`src/rtl/dip_pkg.sv`:
```
package dip_pkg;

    localparam int IW    = 32;
    localparam int RW    = 5;
    localparam int OPW   = 6;

    localparam logic [OPW-1:0] OP_RTYPE = 6'h00;
    localparam logic [OPW-1:0] OP_J     = 6'h02;

    typedef enum logic [2:0] {
        CL_NOP, CL_ALU, CL_BR, CL_LD, CL_ST, CL_BAD
    } iclass_t;

    typedef struct packed {
        iclass_t         cls;
        logic [RW-1:0]   src_a;
        logic            use_a;
        logic [RW-1:0]   src_b;
        logic            use_b;
        logic [RW-1:0]   dst;
        logic            wr;
    } idec_t;

    typedef enum logic [2:0] {
        ACT_IDLE, ACT_PAIR, ACT_SPLIT, ACT_HELD, ACT_BUBBLE, ACT_KILL
    } act_t;

    function automatic logic reads_reg(idec_t d, logic [RW-1:0] r);
        return (d.use_a && d.src_a == r) || (d.use_b && d.src_b == r);
    endfunction

    function automatic logic slot0_ok(iclass_t c);
        return c == CL_NOP || c == CL_ALU || c == CL_BR;
    endfunction

    function automatic logic slot1_ok(iclass_t c);
        return c == CL_NOP || c == CL_LD || c == CL_ST;
    endfunction

endpackage

```
`src/rtl/dip_slot_decode.sv`:
```
module dip_slot_decode
    import dip_pkg::*;
(
    input  logic [IW-1:0] word,
    output idec_t         dec
);
    logic [OPW-1:0] op;
    logic [RW-1:0]  f_rs, f_rt, f_rd;
    logic           unused_low;

    assign op         = word[31:26];
    assign f_rs       = word[25:21];
    assign f_rt       = word[20:16];
    assign f_rd       = word[15:11];
    assign unused_low = ^word[10:0];

    always_comb begin
        dec       = '0;
        dec.cls   = CL_BAD;
        dec.src_a = f_rs;
        dec.src_b = f_rt;
        dec.dst   = '0;
        if (word == '0) begin
            dec.cls = CL_NOP;
        end else begin
            unique casez (op)
                OP_RTYPE: begin
                    dec.cls   = CL_ALU;
                    dec.use_a = 1'b1;
                    dec.use_b = 1'b1;
                    dec.dst   = f_rd;
                end
                6'b001???: begin
                    dec.cls   = CL_ALU;
                    dec.use_a = 1'b1;
                    dec.dst   = f_rt;
                end
                6'b0001??: begin
                    dec.cls   = CL_BR;
                    dec.use_a = 1'b1;
                    dec.use_b = !op[1];
                end
                OP_J: dec.cls = CL_BR;
                6'h20, 6'h21, 6'h23, 6'h24, 6'h25: begin
                    dec.cls   = CL_LD;
                    dec.use_a = 1'b1;
                    dec.dst   = f_rt;
                end
                6'h28, 6'h29, 6'h2B: begin
                    dec.cls   = CL_ST;
                    dec.use_a = 1'b1;
                    dec.use_b = 1'b1;
                end
                default: dec.cls = CL_BAD;
            endcase
        end
        dec.wr = (dec.dst != '0);
    end
endmodule

```
`src/rtl/dip_hazard.sv`:
```
module dip_hazard
    import dip_pkg::*;
(
    input  idec_t d_slot0,
    input  idec_t d_slot1,
    input  idec_t d_prev,
    input  logic  prev_vld,
    output logic  illegal,
    output logic  load_use,
    output logic  intra
);
    always_comb begin
        illegal  = !slot0_ok(d_slot0.cls) || !slot1_ok(d_slot1.cls);
        load_use = prev_vld && d_prev.cls == CL_LD && d_prev.wr &&
                   (reads_reg(d_slot0, d_prev.dst) || reads_reg(d_slot1, d_prev.dst));
        intra    = d_slot0.wr && reads_reg(d_slot1, d_slot0.dst);
    end
endmodule

```
`src/rtl/dip_issue_ctl.sv`:
```
module dip_issue_ctl
    import dip_pkg::*;
(
    input  logic          clk,
    input  logic          rst,
    input  logic          pkt_valid,
    input  logic [2*IW-1:0] pkt_word,
    input  logic          illegal,
    input  logic          load_use,
    input  logic          intra,
    output logic          pkt_ready,
    output logic          hold_vld,
    output logic          out_valid,
    output logic [IW-1:0] out_slot0,
    output logic [IW-1:0] out_slot1,
    output logic          bad_pkt
);
    logic [IW-1:0] hold_word;
    act_t          act;

    always_comb begin
        if (hold_vld)        act = ACT_HELD;
        else if (!pkt_valid) act = ACT_IDLE;
        else if (illegal)    act = ACT_KILL;
        else if (load_use)   act = ACT_BUBBLE;
        else if (intra)      act = ACT_SPLIT;
        else                 act = ACT_PAIR;
        pkt_ready = !(act == ACT_HELD || act == ACT_BUBBLE);
    end

    always_ff @(posedge clk) begin
        if (rst) begin
            hold_vld  <= 1'b0;
            hold_word <= '0;
            out_valid <= 1'b0;
            out_slot0 <= '0;
            out_slot1 <= '0;
            bad_pkt   <= 1'b0;
        end else begin
            out_valid <= 1'b0;
            out_slot0 <= '0;
            out_slot1 <= '0;
            bad_pkt   <= 1'b0;
            hold_vld  <= 1'b0;
            unique case (act)
                ACT_PAIR: begin
                    out_valid <= 1'b1;
                    out_slot0 <= pkt_word[IW-1:0];
                    out_slot1 <= pkt_word[2*IW-1:IW];
                end
                ACT_SPLIT: begin
                    out_valid <= 1'b1;
                    out_slot0 <= pkt_word[IW-1:0];
                    hold_vld  <= 1'b1;
                    hold_word <= pkt_word[2*IW-1:IW];
                end
                ACT_HELD: begin
                    out_valid <= 1'b1;
                    out_slot1 <= hold_word;
                end
                ACT_KILL: begin
                    out_valid <= 1'b1;
                    bad_pkt   <= 1'b1;
                end
                default: ;
            endcase
        end
    end
endmodule

```
`src/rtl/pkt_issue_gate.sv`:
```
module pkt_issue_gate
    import dip_pkg::*;
#(
    parameter int NDEC = 3
) (
    input  logic          clk,
    input  logic          rst,
    input  logic          pkt_valid,
    input  logic [63:0]   pkt_word,
    output logic          pkt_ready,
    output logic          stall,
    output logic          out_valid,
    output logic [31:0]   out_slot0,
    output logic [31:0]   out_slot1,
    output logic          bad_pkt
);
    logic [IW-1:0] dec_word [NDEC];
    idec_t         dec      [NDEC];
    logic          illegal, load_use, intra, hold_vld;

    // index 0/1: offered slots; index 2: slot 1 of the pair issued last cycle
    assign dec_word[0] = pkt_word[IW-1:0];
    assign dec_word[1] = pkt_word[2*IW-1:IW];
    assign dec_word[2] = out_valid ? out_slot1 : '0;

    for (genvar g = 0; g < NDEC; g++) begin : g_dec
        dip_slot_decode u_dec (.word(dec_word[g]), .dec(dec[g]));
    end

    dip_hazard u_haz (
        .d_slot0 (dec[0]),
        .d_slot1 (dec[1]),
        .d_prev  (dec[2]),
        .prev_vld(out_valid),
        .illegal (illegal),
        .load_use(load_use),
        .intra   (intra)
    );

    dip_issue_ctl u_ctl (
        .clk      (clk),
        .rst      (rst),
        .pkt_valid(pkt_valid),
        .pkt_word (pkt_word),
        .illegal  (illegal),
        .load_use (load_use),
        .intra    (intra),
        .pkt_ready(pkt_ready),
        .hold_vld (hold_vld),
        .out_valid(out_valid),
        .out_slot0(out_slot0),
        .out_slot1(out_slot1),
        .bad_pkt  (bad_pkt)
    );

    assign stall = !pkt_ready;
endmodule

```
`config.mk`:
```
export PLATFORM = sky130hd
export DESIGN_NAME = pkt_issue_gate
export DESIGN_NICKNAME = d
export VERILOG_FILES = /design/src/rtl/dip_pkg.sv /design/src/rtl/dip_slot_decode.sv /design/src/rtl/dip_hazard.sv /design/src/rtl/dip_issue_ctl.sv /design/src/rtl/pkt_issue_gate.sv
export SDC_FILE = /design/constraint.sdc
export NUM_CORES = 1
export LEC_CHECK = 0
export ABC_AREA = 1
export CAP_MARGIN = 20
export CORE_ASPECT_RATIO = 0.8
export CORE_MARGIN = 1.5
export CORE_UTILIZATION = 35
export DETAILED_ROUTE_END_ITERATION = 16
export DONT_BUFFER_PORTS = 1
export SLEW_MARGIN = 20
export SYNTH_ARGS = -nofsm -noshare
export SYNTH_HDL_FRONTEND = slang
export SYNTH_SLANG_ARGS = --single-unit
```
`constraint.sdc`:
```
create_clock -name clk -period 4.83 [get_ports clk]
set_input_delay 0.7245 -clock clk [delete_from_list [all_inputs] [get_ports clk]]
set_output_delay 0.7245 -clock clk [all_outputs]
set_load 0.005 [all_outputs]
```
Yosys cells after proc, flatten, opt, wreduce, memory -nomap -nowiden
Cells that the tools add are included.
{ "word_totals": {"inputBits": 67, "output_inout_bits": 68, "word_cells": 141, "register_bits": 99} }
{ "op_classes": {"eq_ne": 49, "mux": 28, "bitwise": 1, "reduce_logical": 57} }
{ "op_table": {"columns": ["op", "n"], "rows": [
  ["$eq 6x6->1 const B", 24],
  ["$logic_not 32->1", 3],
  ["$pmux 32 s2", 1],
  ["$pmux 3 s4", 3],
  ["$mux 32", 1],
  ["$eq 5x5->1", 6],
  ["$pmux 5 s2", 3],
  ["$reduce_or 11->1", 2],
  ["$mux 3", 7],
  ["$eq 6x2->1 const B", 3],
  ["$logic_not 6->1", 3],
  ["$reduce_or 6->1", 3],
  ["$reduce_or 2->1", 8],
  ["$eq 3x1->1 const B", 5],
  ["$eq 3x2->1 const B", 5],
  ["$reduce_or 5->1", 3],
  ["$eq 4x1->1 const B", 3],
  ["$mux 6", 2],
  ["$reduce_or 4->1", 3],
  ["$logic_and 1x1->1", 10],
  ["$logic_or 1x1->1", 10],
  ["$reduce_bool 5->1", 2],
  ["$eq 3x3->1 const B", 3],
  ["$reduce_or 3->1", 3],
  ["other kinds (7)", 19]
]} }

Longest topological paths before layout
{ "depth": {"word_depth": 18, "depth_mapped": 21} }

Cells and area by module
Synthesis repeated with hierarchy kept, for this count alone.
{ "unflattened": {"cells_unflattened": 848, "area_unflattened_um2": 5511.5} }
{ "modules_own_cells": {"columns": ["module", "cells_each", "area_per_inst_um2", "seq_area_each_um2", "n_inst"], "rows": [
  ["dip_issue_ctl", 372, 3343.2, 1981.9, 1],
  ["dip_slot_decode", 89, 441.7, 0.0, 3],
  ["dip_hazard", 141, 565.5, 0.0, 1],
  ["pkt_issue_gate", 68, 277.8, 0.0, 1]
]} }

Worst setup path before layout
Ideal clock, no wire load.
{ "synth_timing": {"path_kind": "input -> output", "startpoint": "input port pkt_word[31]", "endpoint": "output port stall", "required_ns": 4.106, "path_buffers": 0, "path_stages": 16, "arrival_ns": 2.302, "path_slack_ns": 1.804, "cell_sequence": "nor2_1 nand2_1 nor2_2 inv_1 o21ai_2 nand2_1 o21ai_0 nor2_1 nand3_1 nand2_1 nand2_1 nand2_1 nand2_1 nand2_2 a31oi_1 inv_1"} }
{ "synth_between": {"elab_chain_len": 15} }
{ "synth_lines": {"columns": ["element", "line", "source"], "rows": [
  ["from (decl)", "pkt_issue_gate.sv:9", "input logic [63:0] pkt_word,"],
  ["$eq 6x6->1 or $eq 3x1->1 (tied branches)", "dip_slot_decode.sv:26", "unique casez (op)"],
  ["$reduce_or 6->1 (no line)", null, null],
  ["$pmux 5 s2", "dip_slot_decode.sv:26", null],
  ["$mux 6", "dip_slot_decode.sv:23", "if (word == '0) begin"],
  ["$eq 5x5->1", "dip_pkg.sv:29", "return (d.use_a && d.src_a == r) || (d.use_b && d.src_b == r);"],
  ["$logic_and 1x1->1", "dip_pkg.sv:29", null],
  ["$logic_or 1x1->1", "dip_pkg.sv:29", null],
  ["$logic_and 1x1->1", "dip_hazard.sv:16", "intra = d_slot0.wr && reads_reg(d_slot1, d_slot0.dst);"],
  ["$mux 2", "dip_issue_ctl.sv:26", "else if (intra) act = ACT_SPLIT;"],
  ["$mux 3", "dip_issue_ctl.sv:25", "else if (load_use) act = ACT_BUBBLE;"],
  ["$mux 3 *", "dip_issue_ctl.sv:24", "else if (illegal) act = ACT_KILL;"],
  ["$mux 3 *", "dip_issue_ctl.sv:23", "else if (!pkt_valid) act = ACT_IDLE;"],
  ["$mux 3 *", "dip_issue_ctl.sv:22", "if (hold_vld) act = ACT_HELD;"],
  ["$eq 3x2->1 or $eq 3x3->1 (tied branches)", "dip_issue_ctl.sv:28", "pkt_ready = !(act == ACT_HELD || act == ACT_BUBBLE);"],
  ["$logic_or 1x1->1 *", "dip_issue_ctl.sv:28", null],
  ["to (decl)", "pkt_issue_gate.sv:11", "output logic stall,"]
]} }
Every way passes the cells marked *; elsewhere a longest branch is shown, timed or not.

Final worst setup path
{ "layout_timing": {"startpoint": "register u_ctl.out_valid", "endpoint": "output port stall"} }
{ "layout_between": {"elab_chain_len": 16} }
{ "layout_lines": {"columns": ["element", "line", "source"], "rows": [
  ["from (decl)", "dip_issue_ctl.sv:13", "output logic out_valid,"],
  ["from (signal assigned)", "dip_issue_ctl.sv:35", "out_valid <= 1'b0;"],
  ["from (signal assigned)", "dip_issue_ctl.sv:40", "out_valid <= 1'b0;"],
  ["from (signal assigned)", "dip_issue_ctl.sv:47", "out_valid <= 1'b1;"],
  ["$mux 32", "pkt_issue_gate.sv:24", "assign dec_word[2] = out_valid ? out_slot1 : '0;"],
  ["$eq 6x6->1 or $eq 3x1->1 (tied branches)", "dip_slot_decode.sv:26", null],
  ["$reduce_or 6->1 (no line)", null, null],
  ["$pmux 5 s2", "dip_slot_decode.sv:26", null],
  ["$mux 5", "dip_slot_decode.sv:23", null],
  ["$eq 5x5->1", "dip_pkg.sv:29", null],
  ["$logic_and 1x1->1", "dip_pkg.sv:29", null],
  ["$logic_or 1x1->1", "dip_pkg.sv:29", null],
  ["$logic_or 1x1->1", "dip_hazard.sv:15", "(reads_reg(d_slot0, d_prev.dst) || reads_reg(d_slot1, d_prev.dst));"],
  ["$logic_and 1x1->1 *", "dip_hazard.sv:14", "load_use = prev_vld && d_prev.cls == CL_LD && d_prev.wr &&"],
  ["$mux 3 *", "dip_issue_ctl.sv:25", null],
  ["$mux 3 *", "dip_issue_ctl.sv:24", null],
  ["$mux 3 *", "dip_issue_ctl.sv:23", null],
  ["$mux 3 *", "dip_issue_ctl.sv:22", null],
  ["$eq 3x2->1 or $eq 3x3->1 (tied branches)", "dip_issue_ctl.sv:28", null],
  ["$logic_or 1x1->1 *", "dip_issue_ctl.sv:28", null]
]} }
Marked as above.

==> results.py <==
metrics = {
    "outcome": {
        "status": "completed",
    },
    "critical_path": {
        "worst_path_max_delay_cell": "dfxtp_1",
        "cp.buffers_inverters": 1,
        "start_kind": "register",
        "cpLargestDelayFamily": "simple AND/OR/NAND/NOR gates",
        "critPathCaptureType": "output port",
        "reg2reg_from": "u_ctl.out_valid",
        "crit_type": "reg2out",
        "startpoint": "u_ctl.out_valid",
        "r2r_end": "u_ctl.out_slot1[27]",
        "crit_chain": "nand2_4 -> nor2_4 -> nand3_1 -> nand3_2 -> nand2_2 -> nand2_2 -> nand2_1 -> nand2_1 -> nor2_1 -> nand3_1 -> nand2_1 -> o21ai_2 -> nand2_1 -> nand2_1 -> nand2_2 -> a31oi_1 -> inv_1",
        "path_max_fanout": 35,
        "critPathCapture": "stall",
        "cpMostUsedCell": "nand2_1",
        "cp.required_ps": 4110,
        "r2r_slack_ps": 950,
        "crit_path_max_incr_delay_ps": 880,
        "path_depth": 17,
        "cp.arrival_ps": 3610,
        "worst_r2r_path_depth": 18,
    },
    "finish": {
        "area_growth_pct": 7.49,
        "antenna_cells": 0,
        "drive_above_1_share": 0.0787,
        "nets": 825,
        "layoutNonFillerInstCount": 942,
        "fillCellCount": 1509,
    },
    "synth": {
        "ys_seq_elements": 99,
        "synth_area_per_cell_sq_um": 6.47,
        "yosysSeqAreaShare": 0.394,
        "netlist_area_sq_mm": 0.00503,
        "synth_area_leader_cell": "dfxtp_1",
        "yosysTopAreaCellShare": 0.394,
        "synth_area_leaders": "dfxtp_1, nand2_1, nand3_1",
        "synthCells": 777,
        "synthDistinctLibCells": 29,
        "async_flop_share": 0,
        "synth-edff-count": 0,
        "yosysWarnings": 0,
        "ys.flop_type": "dfxtp_1",
    },
    "route": {
        "detail-route-antenna-nets": 0,
        "drt-wirelength-per-cell_um": 15.4,
        "viasPerCell": 4.88,
        "finalWirelength_um": 14500,
        "vias": 4597,
        "drt_iter0_drc": 510,
        "firstDrtPassIters": 7,
        "route.detailed.drc": 0,
    },
    "sta": {
        "max_freq_mhz": 230,
        "finalSetupViolCount": 0,
        "tightest_slew_ps": 844,
        "timing_max_transition_violations_final": 0,
        "finalHoldViolations": 0,
        "period_needed_ps": 4340,
        "finalCritPeriodShare": 0.898,
        "rsz0062_at_grt": "false",
        "relSlewSlack": 0.436,
        "skew_ps": 8.63,
        "fin_tns_setup_ps": 0,
    },
    "clocking": {
        "cts_tree": "built",
        "cts_root_buffer": "clkbuf_16",
        "clockBufferDepth": 2,
        "clk_latency_ps": 360,
        "cts_buffers": 9,
        "ctsHoldBuffers": 0,
        "cts_resized": 0,
        "cts_setup_buffers": 0,
        "cts-htree-levels": 3,
        "clkTransAtPathRegs_ps": 70,
        "clkSinkCount": 99,
    },
    "place": {
        "portBuffers": 0,
        "dp_hpwl_um": 10500,
        "dpl.cell_count": 926,
        "place.gp.congestion": 0.903,
    },
    "floorplanning": {
        "row_count": 38,
        "dieArea_sq_mm": 0.0151,
        "die_height_um": 110,
        "io_pins": 135,
        "die_x_um": 137,
        "initial_core_util": 0.365,
        "core_sq_mm": 0.0138,
    },
    "power": {
        "irDropWorstVdd_v": 0.000166,
        "finalPower_mw": 1.64,
        "power_density_mw_per_mm2": 303,
        "leakage_nw": 2.64,
    },
    "min_path": {
        "holdCritPathClass": "reg2reg",
        "hold_depth": 2,
    },
    "run": {
        "max_cap_viol_count": 0,
    },
    "global_route": {
        "grt_pass1_wl_um": 22900,
        "antenna_found_initial": 0,
        "grt_max_degree": 64,
        "overflow": 0,
        "track_usage": 0.198,
        "grt_pass1_vias": 4231,
    },
}
[where the power goes]
group	switching (mW)	total (mW)	internal [mW]	leakage [nW]
clock	0.309	0.684	0.375	0.131
combinational	0.0813	0.116	0.0343	1.71
sequential	0.0115	0.838	0.826	0.801
[sequential cells by signal, indices dropped and copies added, names as in the netlist]
name / cells
u_ctl.hold_vld: 1
u_ctl.out_slot1: 32
u_ctl.out_slot0: 32
u_ctl.out_valid: 1
u_ctl.bad_pkt: 1
u_ctl.hold_word: 32
[layout by cell type, fill, tap and decap left out]
master,count
buf_8,1
a21oi_1,8
clkinv_4,1
nand4_1,45
nor2_2,1
nor2_1,79
nor2_4,4
clkinv_1,1
o21ai_0,5
nand2_1,192
clkbuf_8,2
o21ai_2,3
nand3_4,1
nor3_1,32
nand3_1,103
nor4_1,1
conb_1,2
o21ai_1,3
clkinvlp_4,2
nand3_2,6
and3_1,1
inv_1,124
clkbuf_1,1
nand2_2,10
nor3b_1,1
a31oi_1,4
dfxtp_1,99
clkbuf_16,9
inv_2,14
nand2_4,1
buf_4,5
xor2_1,1
[worst min-delay path by stage]
stage / startpoint / endpoint / slack [ps]
floorplan: u_ctl.hold_word[30] / u_ctl.out_slot1[30] / 410
global placement: u_ctl.hold_word[30] / u_ctl.out_slot1[30] / 420
detailed placement: u_ctl.hold_word[30] / u_ctl.out_slot1[30] / 410
CTS: rst / u_ctl.out_valid / 410
global route: rst / u_ctl.hold_vld / 420
finish: u_ctl.hold_word[30] / u_ctl.out_slot1[30] / 420
[through the flow]
step	area, sq um	util	hold WS (ps)	setup slack, ps
floorplan	5030	-	405	1800
global placement	5110	0.371	420	911
finish	5410	0.392	423	491
detailed placement	5110	0.371	414	905
global route	5410	0.392	424	99.7
CTS	5390	0.391	415	480
[worst register-to-register path, cell delays in order, from the launching register on]
cell and delay (ps):
dfxtp_1 880, nand2_4 110, nor2_4 140, nand3_1 90
nand3_2 180, nand2_2 130, nand2_2 130, nand2_1 70
nand2_1 60, nor2_1 50, nand3_1 50, nand2_1 70
o21ai_2 210, nand2_1 80, nand2_1 80, nand2_2 420
nor2_4 770, nand3_1 190, nand2_1 100
[layer usage]
| metal | part of all wire | track usage | vias up |
|---|---|---|---|
| li1 | - | - | 2395 |
| met1 | 0.45 | 0.266 | 2012 |
| met2 | 0.42 | 0.291 | 163 |
| met3 | 0.10 | 0.0727 | 27 |
| met4 | 0.022 | 0.0692 | 0 |
| met5 | 0 | 0 | - |
[final cells by class]
cell class | instances | area (sq um) | share of cell area
flip-flops and latches | 99 | 1980 | 0.367
clock inverters | 3 | 23.8 | 0.00440
well taps | 180 | 225 | 0.0417
repair buffers | 6 | 52.6 | 0.00972
multi-input cells | 503 | 2340 | 0.434
clock buffers | 12 | 256 | 0.0474
inverters | 139 | 522 | 0.0965
[logic make-up (layout without fill, tap and decap cells)]
| family | Yosys count | after routing | synth area share |
|---|---|---|---|
| other | 1 | 2 | 0.000746 |
| buffers and inverters | 176 | 160 | 0.141 |
| and+or+nand+nor | 477 | 477 | 0.437 |
| DFF | 99 | 99 | 0.394 |
| AOI/OAI and AO/OA | 23 | 23 | 0.0261 |
| xor gates and xnor gates | 1 | 1 | 0.00174 |
[synthesized netlist by cell type, types with 3 or more instances]
master / count
nand2_2: 10
nor2_4: 4
nor3_1: 32
nand3_2: 6
buf_6: 4
buf_2: 13
inv_1: 124
o21ai_2: 3
a31oi_1: 4
buf_1: 3
a21oi_1: 8
o21ai_0: 5
nand4_1: 45
inv_2: 14
nor2_1: 79
nand3_1: 103
clkbuf_1: 17
o21ai_1: 3
nand2_1: 192
dfxtp_1: 99
Power figures use the tool's default switching activity.
